===== src/rtl/sres_pkg.sv =====
`timescale 1ns/1ps
package sres_pkg;
  localparam int DIGIT_BASE = 10;

  typedef enum logic [2:0] {
    PH_ACC   = 3'd0,  // first pass, collecting lanes
    PH_RC    = 3'd1,  // re-complement request pending
    PH_WAIT2 = 3'd2,  // second pass, waiting for flags
    PH_OUT   = 3'd3,  // result pending
    PH_HALT  = 3'd4   // finished, inputs ignored
  } phase_e;
endpackage


===== src/rtl/sres_lane.sv =====
`timescale 1ns/1ps
module sres_lane #(
  parameter int CW   = 5,
  parameter bit NORM = 1'b1
) (
  input  logic          clk,
  input  logic          rst_n,
  input  logic          clr,
  input  logic          add_en,
  input  logic [CW-1:0] add_val,
  output logic [CW-1:0] cnt
);
  import sres_pkg::*;

  logic [CW-1:0] cnt_q;
  logic [CW:0]   sum;
  logic [CW:0]   folded;

  always_comb begin
    sum    = {1'b0, cnt_q} + {1'b0, add_val};
    folded = sum;
    if (NORM && (sum >= (CW+1)'(DIGIT_BASE)))
      folded = sum - (CW+1)'(DIGIT_BASE);
  end

  always_ff @(posedge clk) begin
    if (!rst_n || clr) cnt_q <= '0;
    else if (add_en)   cnt_q <= folded[CW-1:0];
  end

  assign cnt = cnt_q;
endmodule


===== src/rtl/sres_aux_timer.sv =====
`timescale 1ns/1ps
module sres_aux_timer #(
  parameter int FLAG_T = 34,
  parameter int SIGN_T = 36
) (
  input  logic clk,
  input  logic rst_n,
  input  logic start,
  input  logic run,
  output logic flag_back,
  output logic sign_back
);
  localparam int TW = $clog2(SIGN_T + 1);

  logic [TW-1:0] cnt_q;
  logic [TW-1:0] cnt_nxt;
  logic          flag_q;
  logic          sign_q;

  assign cnt_nxt = cnt_q + 1'b1;

  always_ff @(posedge clk) begin
    if (!rst_n || start) begin
      cnt_q  <= '0;
      flag_q <= 1'b0;
      sign_q <= 1'b0;
    end else if (run && !sign_q) begin
      cnt_q <= cnt_nxt;
      if (cnt_nxt == TW'(FLAG_T)) flag_q <= 1'b1;
      if (cnt_nxt == TW'(SIGN_T)) sign_q <= 1'b1;
    end
  end

  assign flag_back = flag_q;
  assign sign_back = sign_q;
endmodule


===== src/rtl/sign_resolve.sv =====
`timescale 1ns/1ps
module sign_resolve #(
  parameter int N        = 3,
  parameter int CW       = 5,
  parameter int AUX_DLY  = 25,
  parameter int FLAG_DLY = 9,
  parameter int SIGN_DLY = 11
) (
  input  logic          clk,
  input  logic          rst_n,
  input  logic          in_valid,
  output logic          in_ready,
  input  logic [N*CW-1:0] in_cnt,
  input  logic [1:0]    in_flags,
  output logic          out_valid,
  input  logic          out_ready,
  output logic [N*CW-1:0] out_digits,
  output logic          rc_valid,
  input  logic          rc_ready,
  output logic [N*CW-1:0] rc_digits,
  output logic          pos_pulse,
  output logic          neg_pulse,
  output logic          done
);
  import sres_pkg::*;

  localparam int VW = N * CW;

  phase_e        phase_q, phase_d;
  logic          adder_flag_q;
  logic [VW-1:0] acc;
  logic          beat_fire, rc_fire, out_fire;
  logic          beat_any, beat_two, beat_one;
  logic          aux_flag, aux_sign, release2;
  logic          own_pos;

  // lane totals: lane 0 raw, upper lanes folded
  for (genvar g = 0; g < N; g++) begin : g_lane
    sres_lane #(.CW(CW), .NORM(g > 0)) u_lane (
      .clk     (clk),
      .rst_n   (rst_n),
      .clr     (rc_fire),
      .add_en  (beat_fire),
      .add_val (in_cnt[g*CW +: CW]),
      .cnt     (acc[g*CW +: CW])
    );
  end

  sres_aux_timer #(
    .FLAG_T (AUX_DLY + FLAG_DLY),
    .SIGN_T (AUX_DLY + SIGN_DLY)
  ) u_aux (
    .clk       (clk),
    .rst_n     (rst_n),
    .start     (rc_fire),
    .run       (phase_q == PH_WAIT2),
    .flag_back (aux_flag),
    .sign_back (aux_sign)
  );

  assign in_ready  = (phase_q == PH_ACC) || (phase_q == PH_WAIT2) ||
                     (phase_q == PH_HALT);
  assign beat_fire = in_valid && in_ready && (phase_q != PH_HALT);
  assign beat_any  = in_flags != 2'd0;
  assign beat_two  = in_flags[1];
  assign beat_one  = in_flags == 2'd1;

  assign out_valid  = phase_q == PH_OUT;
  assign rc_valid   = phase_q == PH_RC;
  assign out_digits = acc;
  assign rc_digits  = acc;
  assign out_fire   = out_valid && out_ready;
  assign rc_fire    = rc_valid && rc_ready;

  // second pass: adder flag plus returned flag and sign spikes
  assign release2 = (phase_q == PH_WAIT2) && aux_flag && aux_sign &&
                    (adder_flag_q || (beat_fire && beat_any));

  always_comb begin
    phase_d = phase_q;
    unique case (phase_q)
      PH_ACC: begin
        if (beat_fire && beat_two)      phase_d = PH_OUT;
        else if (beat_fire && beat_one) phase_d = PH_RC;
      end
      PH_RC:    if (rc_ready)  phase_d = PH_WAIT2;
      PH_WAIT2: if (release2)  phase_d = PH_OUT;
      PH_OUT:   if (out_ready) phase_d = PH_HALT;
      default:  phase_d = PH_HALT;
    endcase
  end

  always_ff @(posedge clk) begin
    if (!rst_n) begin
      phase_q      <= PH_ACC;
      adder_flag_q <= 1'b0;
    end else begin
      phase_q <= phase_d;
      if ((phase_q == PH_WAIT2) && beat_fire && beat_any)
        adder_flag_q <= 1'b1;
    end
  end

  // own positive tag meets the returned positive spike: they cancel
  assign own_pos   = 1'b1;
  assign pos_pulse = out_fire && (own_pos ^ aux_sign);
  assign neg_pulse = out_fire && aux_sign;
  assign done      = out_fire;
endmodule


===== config.mk =====
export PLATFORM = sky130hd
export DESIGN_NAME = sign_resolve
export DESIGN_NICKNAME = d
export VERILOG_FILES = /design/src/rtl/sres_pkg.sv /design/src/rtl/sres_lane.sv /design/src/rtl/sres_aux_timer.sv /design/src/rtl/sign_resolve.sv
export SDC_FILE = /design/constraint.sdc
export NUM_CORES = 1
export LEC_CHECK = 0
export BUFFER_PORTS_ARGS = -buffer_cell sky130_fd_sc_hd__buf_4
export CAP_MARGIN = 10
export CORE_MARGIN = 3
export CORE_UTILIZATION = 53
export DETAILED_ROUTE_END_ITERATION = 10
export GPL_TIMING_DRIVEN = 0
export PLACE_DENSITY = 0.8
export SLEW_MARGIN = 25
export SYNTH_ARGS = -nofsm -noshare
export SYNTH_HDL_FRONTEND = slang
export SYNTH_HIERARCHICAL = 1
export SYNTH_SLANG_ARGS = --single-unit

===== constraint.sdc =====
create_clock -name clk -period 2.5 [get_ports clk]
set_input_delay 0.5 -clock clk [delete_from_list [all_inputs] [get_ports clk]]
set_output_delay 0.5 -clock clk [all_outputs]
set_load 0.005 [all_outputs]

Word level (Yosys, flattened, before mapping)
Cells that the tools add are included.
Widths: inputs -> output; s select.
- flip-flop bits (word level): 27
- bits in latches: 0
- bits in writable memories: 0
- bits in read-only memories: 0
- bits of input ports: 22
- output and inout port bits: 36
- memories kept: 0
- add/sub/neg operators: 6
- multipliers: 0
- div/mod/pow operators: 0
- $lt $le $gt $ge: 2
- eq/ne operators: 12
- shifts and indexed selects: 0
- muxes and demuxes: 8
- bitwise logic cells: 1
- reductions and logical operators: 26
- operator list (operator ; number):
    $logic_and 1x1->1 ; 15
    $mux 3 ; 5
    $add 5x5->6 ; 2
    $eq 6x6->1 const B ; 2
    $ge 6x4->1 const B ; 2
    $pmux 3 s4 ; 1
    $mux 5 ; 2
    $sub 5x4->5 const B ; 2
    $add 6x1->6 const B ; 1
    $eq 3x2->1 const B ; 2
    $add 5x5->5 ; 1
    $logic_or 1x1->1 ; 4
    $ne 2x1->1 const B ; 2
    $reduce_and 2->1 ; 2
    $reduce_and 4->1 ; 1
    $eq 3x1->1 const B ; 1
    $eq 3x3->1 const B ; 1
    $logic_not 3->1 ; 1
    $ne 3x1->1 const B ; 1
    $ne 3x3->1 const B ; 1
    $eq 2x1->1 const B ; 1
    $logic_not 1->1 ; 2
    $ne 2x2->1 const B ; 1
    $reduce_bool 2->1 ; 1
    $not 1->1 ; 1

Logic depth before layout (Yosys ltp)
Gate-level depths: netlist (run 1).
- depth in word-level cells: 10
- gate-level depth with buffers: 9

Cells and area by module
Netlist (run 1), hierarchy kept.
- by module, submodules not included (module ; times used ; cells each ; area each (um^2) ; seq. area each (um^2)):
    sres_lane (g_lane[1].u_lane) ; 1 ; 63 ; 556.8 ; 100.1
    sres_lane (g_lane[2].u_lane) ; 1 ; 51 ; 459.2 ; 100.1
    sres_aux_timer ; 1 ; 48 ; 411.6 ; 160.2
    sign_resolve ; 1 ; 49 ; 394.1 ; 80.1
    sres_lane (g_lane[0].u_lane) ; 1 ; 39 ; 354.1 ; 100.1

Least setup slack after synthesis (run 1)
Ideal clock, no wire load.
- path kind: input to register
- from: input in_cnt[5]
- to: register g_lane[1].u_lane.cnt_q[3]
- arrival time: 2.140 ns
- required time: 2.378 ns
- slack: 0.238 ns
- stages on the path: 7
- buffers on the path: 0
- cells stage by stage: ha_1 inv_1 fa_1 xor2_2 ha_1 or4b_1 o311a_1
- word-level cells in the longest chain between the ends: 3
- elaborated cells on any way between the ends: 4
- those cells by class: add/sub (2); order compare (1); mux (1)
- ends and longest elaborated chain (what ; line ; source):
    from (decl) ; sign_resolve.sv:13 ; input logic [N*CW-1:0] in_cnt,
    $add 5x5->6 (*) ; sres_lane.sv:20 ; sum = {1'b0, cnt_q} + {1'b0, add_val};
    $sub 5x4->5 / $ge 6x4->1 (equally long branches) ; sres_lane.sv:23, sres_lane.sv:22 ;
    $mux 5 (*) ; sres_lane.sv:22 ; if (NORM && (sum >= (CW+1)'(DIGIT_BASE)))
    to (signal assigned) ; sres_lane.sv:28 ; else if (add_en) cnt_q <= folded[CW-1:0];
    to (decl) ; sres_lane.sv:15 ; logic [CW-1:0] cnt_q;
Mark *: on every way between the ends. The rest lies on a longest branch, timed or not.
A chain may end at the register's enable or synchronous reset.

Worst setup path after layout (run 1)
- from: register g_lane[1].u_lane.cnt_q[0]
- to: register g_lane[1].u_lane.cnt_q[3]
- word-level cells in the longest chain between the ends: 3
- elaborated cells on any way between the ends: 4
- those cells by class: add/sub (2); order compare (1); mux (1)
- ends and longest elaborated chain (what ; line):
    $add 5x5->6 (*) ; sres_lane.sv:20
    $sub 5x4->5 / $ge 6x4->1 (equally long branches) ; sres_lane.sv:23, sres_lane.sv:22
    $mux 5 (*) ; sres_lane.sv:22
Marks and branches as above.

==> qor.txt, run 1 <==
Clk sink count - 27
Worst Max-Slew Pin Slew - 352 ps
Crit. End Element - register
Tcrit/Tclk final - 91.7%
Setup TNS - 0 ps
DR vias/cell - 5.28
Post-CTS Setup Bufs - 0
Post-DP HPWL - 3.47 mm
Relative slew slack - 75.9%
FF+latch count, synth - 27
Post-Route WL - 4.37 mm
Syn_area_per_cell - 8.70 µm²
Clk buf depth - 2
CP Launch Type - register
CTS tree - done
Port Buf Inserts - 57
Number of diodes - 0
GRT overflow - 0
Cells after Synth - 250
Register area share after synthesis - 24.8%
Post-CTS sizing - 0
Die width - 70.1 µm
Clk_lat worst skew - 280 ps
Num CTS Buffers - 3
Clk pin slew, worst setup/hold paths - 90 ps
Worst hold path class - register to register
Drt initial violations - 138
First-pass GRT wire length - 7.69 mm
Root Driver - clkbuf_8
Unique masters post-synth - 55
Final ANT Viol Nets - 0
Tmin final - 2290 ps
Layout fillers - 333
Peak supply drop - 0.000393 V
Crit path max fanout - 4
CP Cell Sequence - ha_1 > inv_1 > fa_1 > nor3b_1 > nand4_1 > a21boi_0 > nor2_1 > o311a_1
Io pins - 58
Initial Util - 57.3%
DRC errors left - 0
# hold bufs at CTS - 0
WP buf/inv - 1
Max-Cap Viols - 0
Ys flop type - dfxtp_1
Area of the multi-input gates - 1410 µm²
Vias - 1,894
Worst path required time - 2680 ps
Vias in the first global route - 1,796
Pwr dens - 584 nW/µm²
Worst reg2reg setup slack - 210 ps
Status - finished clean
Core Region - 3800 µm²
Pwr Total - 1580 µW
DR WL/cell - 12.2 µm
Final nets - 356
DIE AREA - 4910 µm²
Final Max Slew Viols - 0
Setup Skew - 6.65 ps
Max stage delay on crit path - 440 ps
Syn nets - 294
Total Routing Usage GR - 18.5%
Final setup viols - 0
Layout area overhead - 24.6%
CP Class - register to register
Cell Rows - 22
Mapped cell area - 2180 µm²
Data arrival time of the worst path - 2470 ps
RSZ-0062 raised after global routing - false
GP Congestion - 0.884
Crit path max-delay family - adder cells
Register Area - 541 µm²
Initial antenna violation count - 0
LEAKAGE - 0.00125 µW
Pin count of the biggest net entering global routing - 16
Die height - 70.1 µm
Post-synthesis async set-or-reset flop share - 0%
Final hold violation count - 0
DRT Pass-1 Iters - 4
CTS H-tree lvls - 1
Ratio of cells with drive above 1 in the final layout - 31.8%
Synth Warn # - 6
Fmax - 0.436 GHz
CP max stage cell - fa_1
Number of flops mapped to enable cells by yosys - 0
==> stage by stage <==
step / hold slack (ps) / instance area [µm²] / setup slack [ps] / instances / utilization [%]
floorplan: 437 / 2180 / 238 / 250 / -
global placement: 449 / 2660 / 50.4 / 355 / 70.1
detailed placement: 468 / 2660 / 38.4 / 355 / 70.1
CTS: 492 / 2710 / 200 / 359 / 71.3
global route: 510 / 2710 / 14.2 / 359 / 71.3
finish: 494 / 2710 / 208 / 359 / 71.3
==> kinds of logic after synthesis <==
logic type      after synthesis  synth area share, %
fa+ha+maj                    22                 13.7
buf+inv                      37                 10.2
flops                        27                 24.8
xor+xnor                     17                 7.53
simple gates                 81                 19.3
compound gates               57                 19.6
mux                           9                 4.83
==> cells in the final DEF, fill, tap and decap left out, types with 5 or more instances in the layout <==
master and instances:
nor2b_1 5, ha_1 19, a21oi_2 5, buf_4 72, a21oi_1 11, nand2_1 10, a31oi_1 6, o21ai_0 7
inv_1 13, nor2_1 31, nand4_1 5, dfxtp_1 27, xor2_1 8, xnor2_1 7, mux2i_1 6, nand2b_1 9
==> path summary, 6_finish.rpt <==
kind | from | end | depth (start not counted)
max | g_lane[1].u_lane/cnt[0]$_SDFFE_PP0P_ | g_lane[1].u_lane/cnt[3]$_SDFFE_PP0P_ | 8
min | adder_flag_q$_SDFFE_PN0P_ | adder_flag_q$_SDFFE_PN0P_ | 1
max reg2reg | g_lane[1].u_lane/cnt[0]$_SDFFE_PP0P_ | g_lane[1].u_lane/cnt[3]$_SDFFE_PP0P_ | 8
min reg2reg | adder_flag_q$_SDFFE_PN0P_ | adder_flag_q$_SDFFE_PN0P_ | 1
==> area by class of cell <==
cell class	instances	area share (%)
buffer	24	6.37
clock buffer	3	1.52
clock inverter	1	0.185
inverter	13	1.80
multi-input combinational	186	52.2
sequential	27	19.9
tap	48	2.22
timing repair buffer	57	15.8
==> power breakdown <==
| part | switching, µW | total, µW | internal [µW] |
|---|---|---|---|
| logic | 376 | 807 | 431 |
| registers | 49.9 | 524 | 474 |
| clock network | 139 | 251 | 112 |
| total | 565 | 1580 | 1020 |
==> flip-flops by register name (all words and copies together), names as in the netlist <==
| name | flops |
|---|---|
| phase_q | 3 |
| u_aux/flag_back | 1 |
| adder_flag_q | 1 |
| g_lane.u_lane/cnt | 15 |
| u_aux/cnt_q | 6 |
| u_aux/sign_back | 1 |
==> metal layers <==
layer	track usage, %	vias up	wire length (µm)	part of all wire (%)
met5	0	-	0	0
met4	4.47	0	42	0.96
met3	4.03	4	238	5.4
met2	32.9	44	2130	49
met1	22.4	858	1960	45
li1	-	988	-	-
==> cell usage after synthesis, drive strengths merged, types with 7 or more instances <==
| cell type | count | share of area [%] |
|---|---|---|
| nor2 | 31 | 5.3 |
| a21oi | 16 | 4.5 |
| nand2b | 10 | 3.2 |
| inv | 13 | 2.2 |
| ha | 19 | 11 |
| o21ai | 10 | 2.5 |
| dfxtp | 27 | 25 |
| buf | 22 | 7.6 |
| xor2 | 10 | 4.7 |
| nand2 | 10 | 1.7 |
| xnor2 | 7 | 2.8 |
==> worst reg2reg max path: stages, from the launching register on <==
cell      delay, ps
dfxtp_1         390
ha_1            210
inv_1            70
fa_1            440
nor3b_1         280
nand4_1         160
a21boi_0        290
nor2_1           70
o311a_1         280
Power figures use the tool's default switching activity.
==> run 2: changes to the inputs <==
--- a/config.mk
+++ b/config.mk
@@ -7,11 +7,13 @@
 export LEC_CHECK = 0
 export BUFFER_PORTS_ARGS = -buffer_cell sky130_fd_sc_hd__buf_4
 export CAP_MARGIN = 10
+export CELL_PAD_IN_SITES_DETAIL_PLACEMENT = 0
+export CELL_PAD_IN_SITES_GLOBAL_PLACEMENT = 1
 export CORE_MARGIN = 3
-export CORE_UTILIZATION = 53
+export CORE_UTILIZATION = 39
 export DETAILED_ROUTE_END_ITERATION = 10
 export GPL_TIMING_DRIVEN = 0
-export PLACE_DENSITY = 0.8
+export PLACE_DENSITY_LB_ADDON = 0.1
 export SLEW_MARGIN = 25
 export SYNTH_ARGS = -nofsm -noshare
 export SYNTH_HDL_FRONTEND = slang
==> qor.txt, run 2 (synthesis results as in run 1) <==
CTS H-tree lvls - 1
DR vias/cell - 4.82
Tcrit/Tclk final - 92.2%
Pwr dens - 576 nW/µm²
Port Buf Inserts - 57
Final nets - 356
FF-to-FF End - g_lane[1].u_lane/cnt[3]$_SDFFE_PP0P_
Clk sink count - 27
Tmin final - 2300 ps
Worst path required time - 2670 ps
Non-Filler Instances - 381
Root Driver - clkbuf_8
First-pass GRT wire length - 7.36 mm
Post-Route WL - 4.35 mm
Final Max Slew Viols - 0
Layout area overhead - 25.8%
Die width - 80.7 µm
Io pins - 58
Pwr Total - 1580 µW
# hold bufs at CTS - 0
Num CTS Buffers - 3
Crit path max fanout - 5
RSZ-0062 raised after global routing - false
Setup Skew - 3.77 ps
Initial Util - 41.5%
GRT overflow - 0
Final ANT Viol Nets - 0
Drt initial violations - 75
Placed cells - 377
Clk pin slew, worst setup/hold paths - 90 ps
CTS tree - done
Clk_lat worst skew - 270 ps
Die height - 80.7 µm
Worst hold path class - register to register
Fmax - 0.434 GHz
Critical Path End - g_lane[1].u_lane/cnt[3]$_SDFFE_PP0P_
CP Class - register to register
GP Congestion - 0.755
Cell Rows - 26
Vias in the first global route - 1,684
Post-DP HPWL - 3.44 mm
Fin util - 52.3%
Crit. End Element - register
Initial antenna violation count - 0
Final setup viols - 0
Number of flip-flops under the largest register name - 15
Worst slack, placed - 0.240 ps
Ratio of cells with drive above 1 in the final layout - 31.8%
DIE AREA - 6510 µm²
Relative slew slack - 67.8%
Pin count of the biggest net entering global routing - 16
Most common cell after layout, fill and taps aside - buf_4
Final worst slack - 195 ps
CP Launch Type - register
Reg2Reg Depth - 7
Status - finished clean
Most frequent cells in the layout - 72 x buf_4, 31 x nor2_1, 27 x dfxtp_1
Worst r2r src - g_lane[1].u_lane/cnt[0]$_SDFFE_PP0P_
Max-Cap Viols - 0
Vias - 1,837
Layout fillers - 521
Number of diodes - 0
DRC errors left - 0
Final hold violation count - 0
CP Launch Point - g_lane[1].u_lane/cnt[0]$_SDFFE_PP0P_
Worst Max-Slew Pin Slew - 471 ps
DR WL/cell - 11.4 µm
Total Routing Usage GR - 13.9%
Clk buf depth - 2
DRT Pass-1 Iters - 4
Core Region - 5240 µm²
Peak supply drop - 0.000250 V
Post-CTS Setup Bufs - 0
Setup TNS - 0 ps
Worst reg2reg setup slack - 200 ps
LEAKAGE - 0.00125 µW
Post-CTS sizing - 0
Data arrival time of the worst path - 2470 ps
==> run 2: cell counts in the layout (fill, tap and decap cells not counted) <==
No cell type changed its count.
==> run 2: layer usage <==
| metal | routed length, µm | track usage (%) | up-vias |
|---|---|---|---|
| met2 | 1860 | 22.4 | 42 |
| met5 | 0 | 0 | - |
| met1 | 2180 | 18.7 | 804 |
| met4 | 27 | 2.53 | 0 |
| li1 | - | - | 989 |
| met3 | 285 | 3.81 | 2 |
==> run 2: through the flow <==
step	instance area [µm²]	hold slack (ps)
final	2740	481
after global routing	2740	516
after CTS	2740	484
after detailed placement	2690	454
after global placement	2690	454
after floorplan	2180	437
==> run 2: area by class of cell <==
cell class,instances,area [µm²],share of cell area [%]
Inverter,13,48.8,1.78
Multi-Input combinational cell,186,1410,51.6
Buffer,24,173,6.31
Sequential cell,27,541,19.7
Timing Repair Buffer,57,428,15.6
Clock inverter,1,5.00,0.183
Clock buffer,3,41.3,1.51
Tap cell,70,87.6,3.20
==> run 2: worst min-delay path by stage <==
stage	depth (start not counted)	from	end	slack (ps)
6_report	1	adder_flag_q$_SDFFE_PN0P_	adder_flag_q$_SDFFE_PN0P_	480
2_1_floorplan	2	u_aux/flag_back$_SDFFE_PP0P_	u_aux/flag_back$_SDFFE_PP0P_	440
4_1_cts	1	adder_flag_q$_SDFFE_PN0P_	adder_flag_q$_SDFFE_PN0P_	480
5_1_grt	2	rst_n	phase_q[0]$_SDFFE_PN0P_	520
3_5_place_dp	1	adder_flag_q$_SDFFE_PN0P_	adder_flag_q$_SDFFE_PN0P_	450
3_3_place_gp	1	adder_flag_q$_SDFFE_PN0P_	adder_flag_q$_SDFFE_PN0P_	450
==> run 2: where the power goes <==
| part | total [µW] | internal (µW) | switching [µW] |
|---|---|---|---|
| sequential | 523 | 475 | 48.6 |
| clock | 251 | 112 | 139 |
| combinational | 802 | 430 | 372 |
==> run 2: worst max-delay path, stage by stage, from the launching register on <==
cell	delay, ps
dfxtp_1	380
ha_1	220
inv_1	70
fa_1	430
xor2_2	210
ha_1	240
or4b_1	510
o311a_1	140
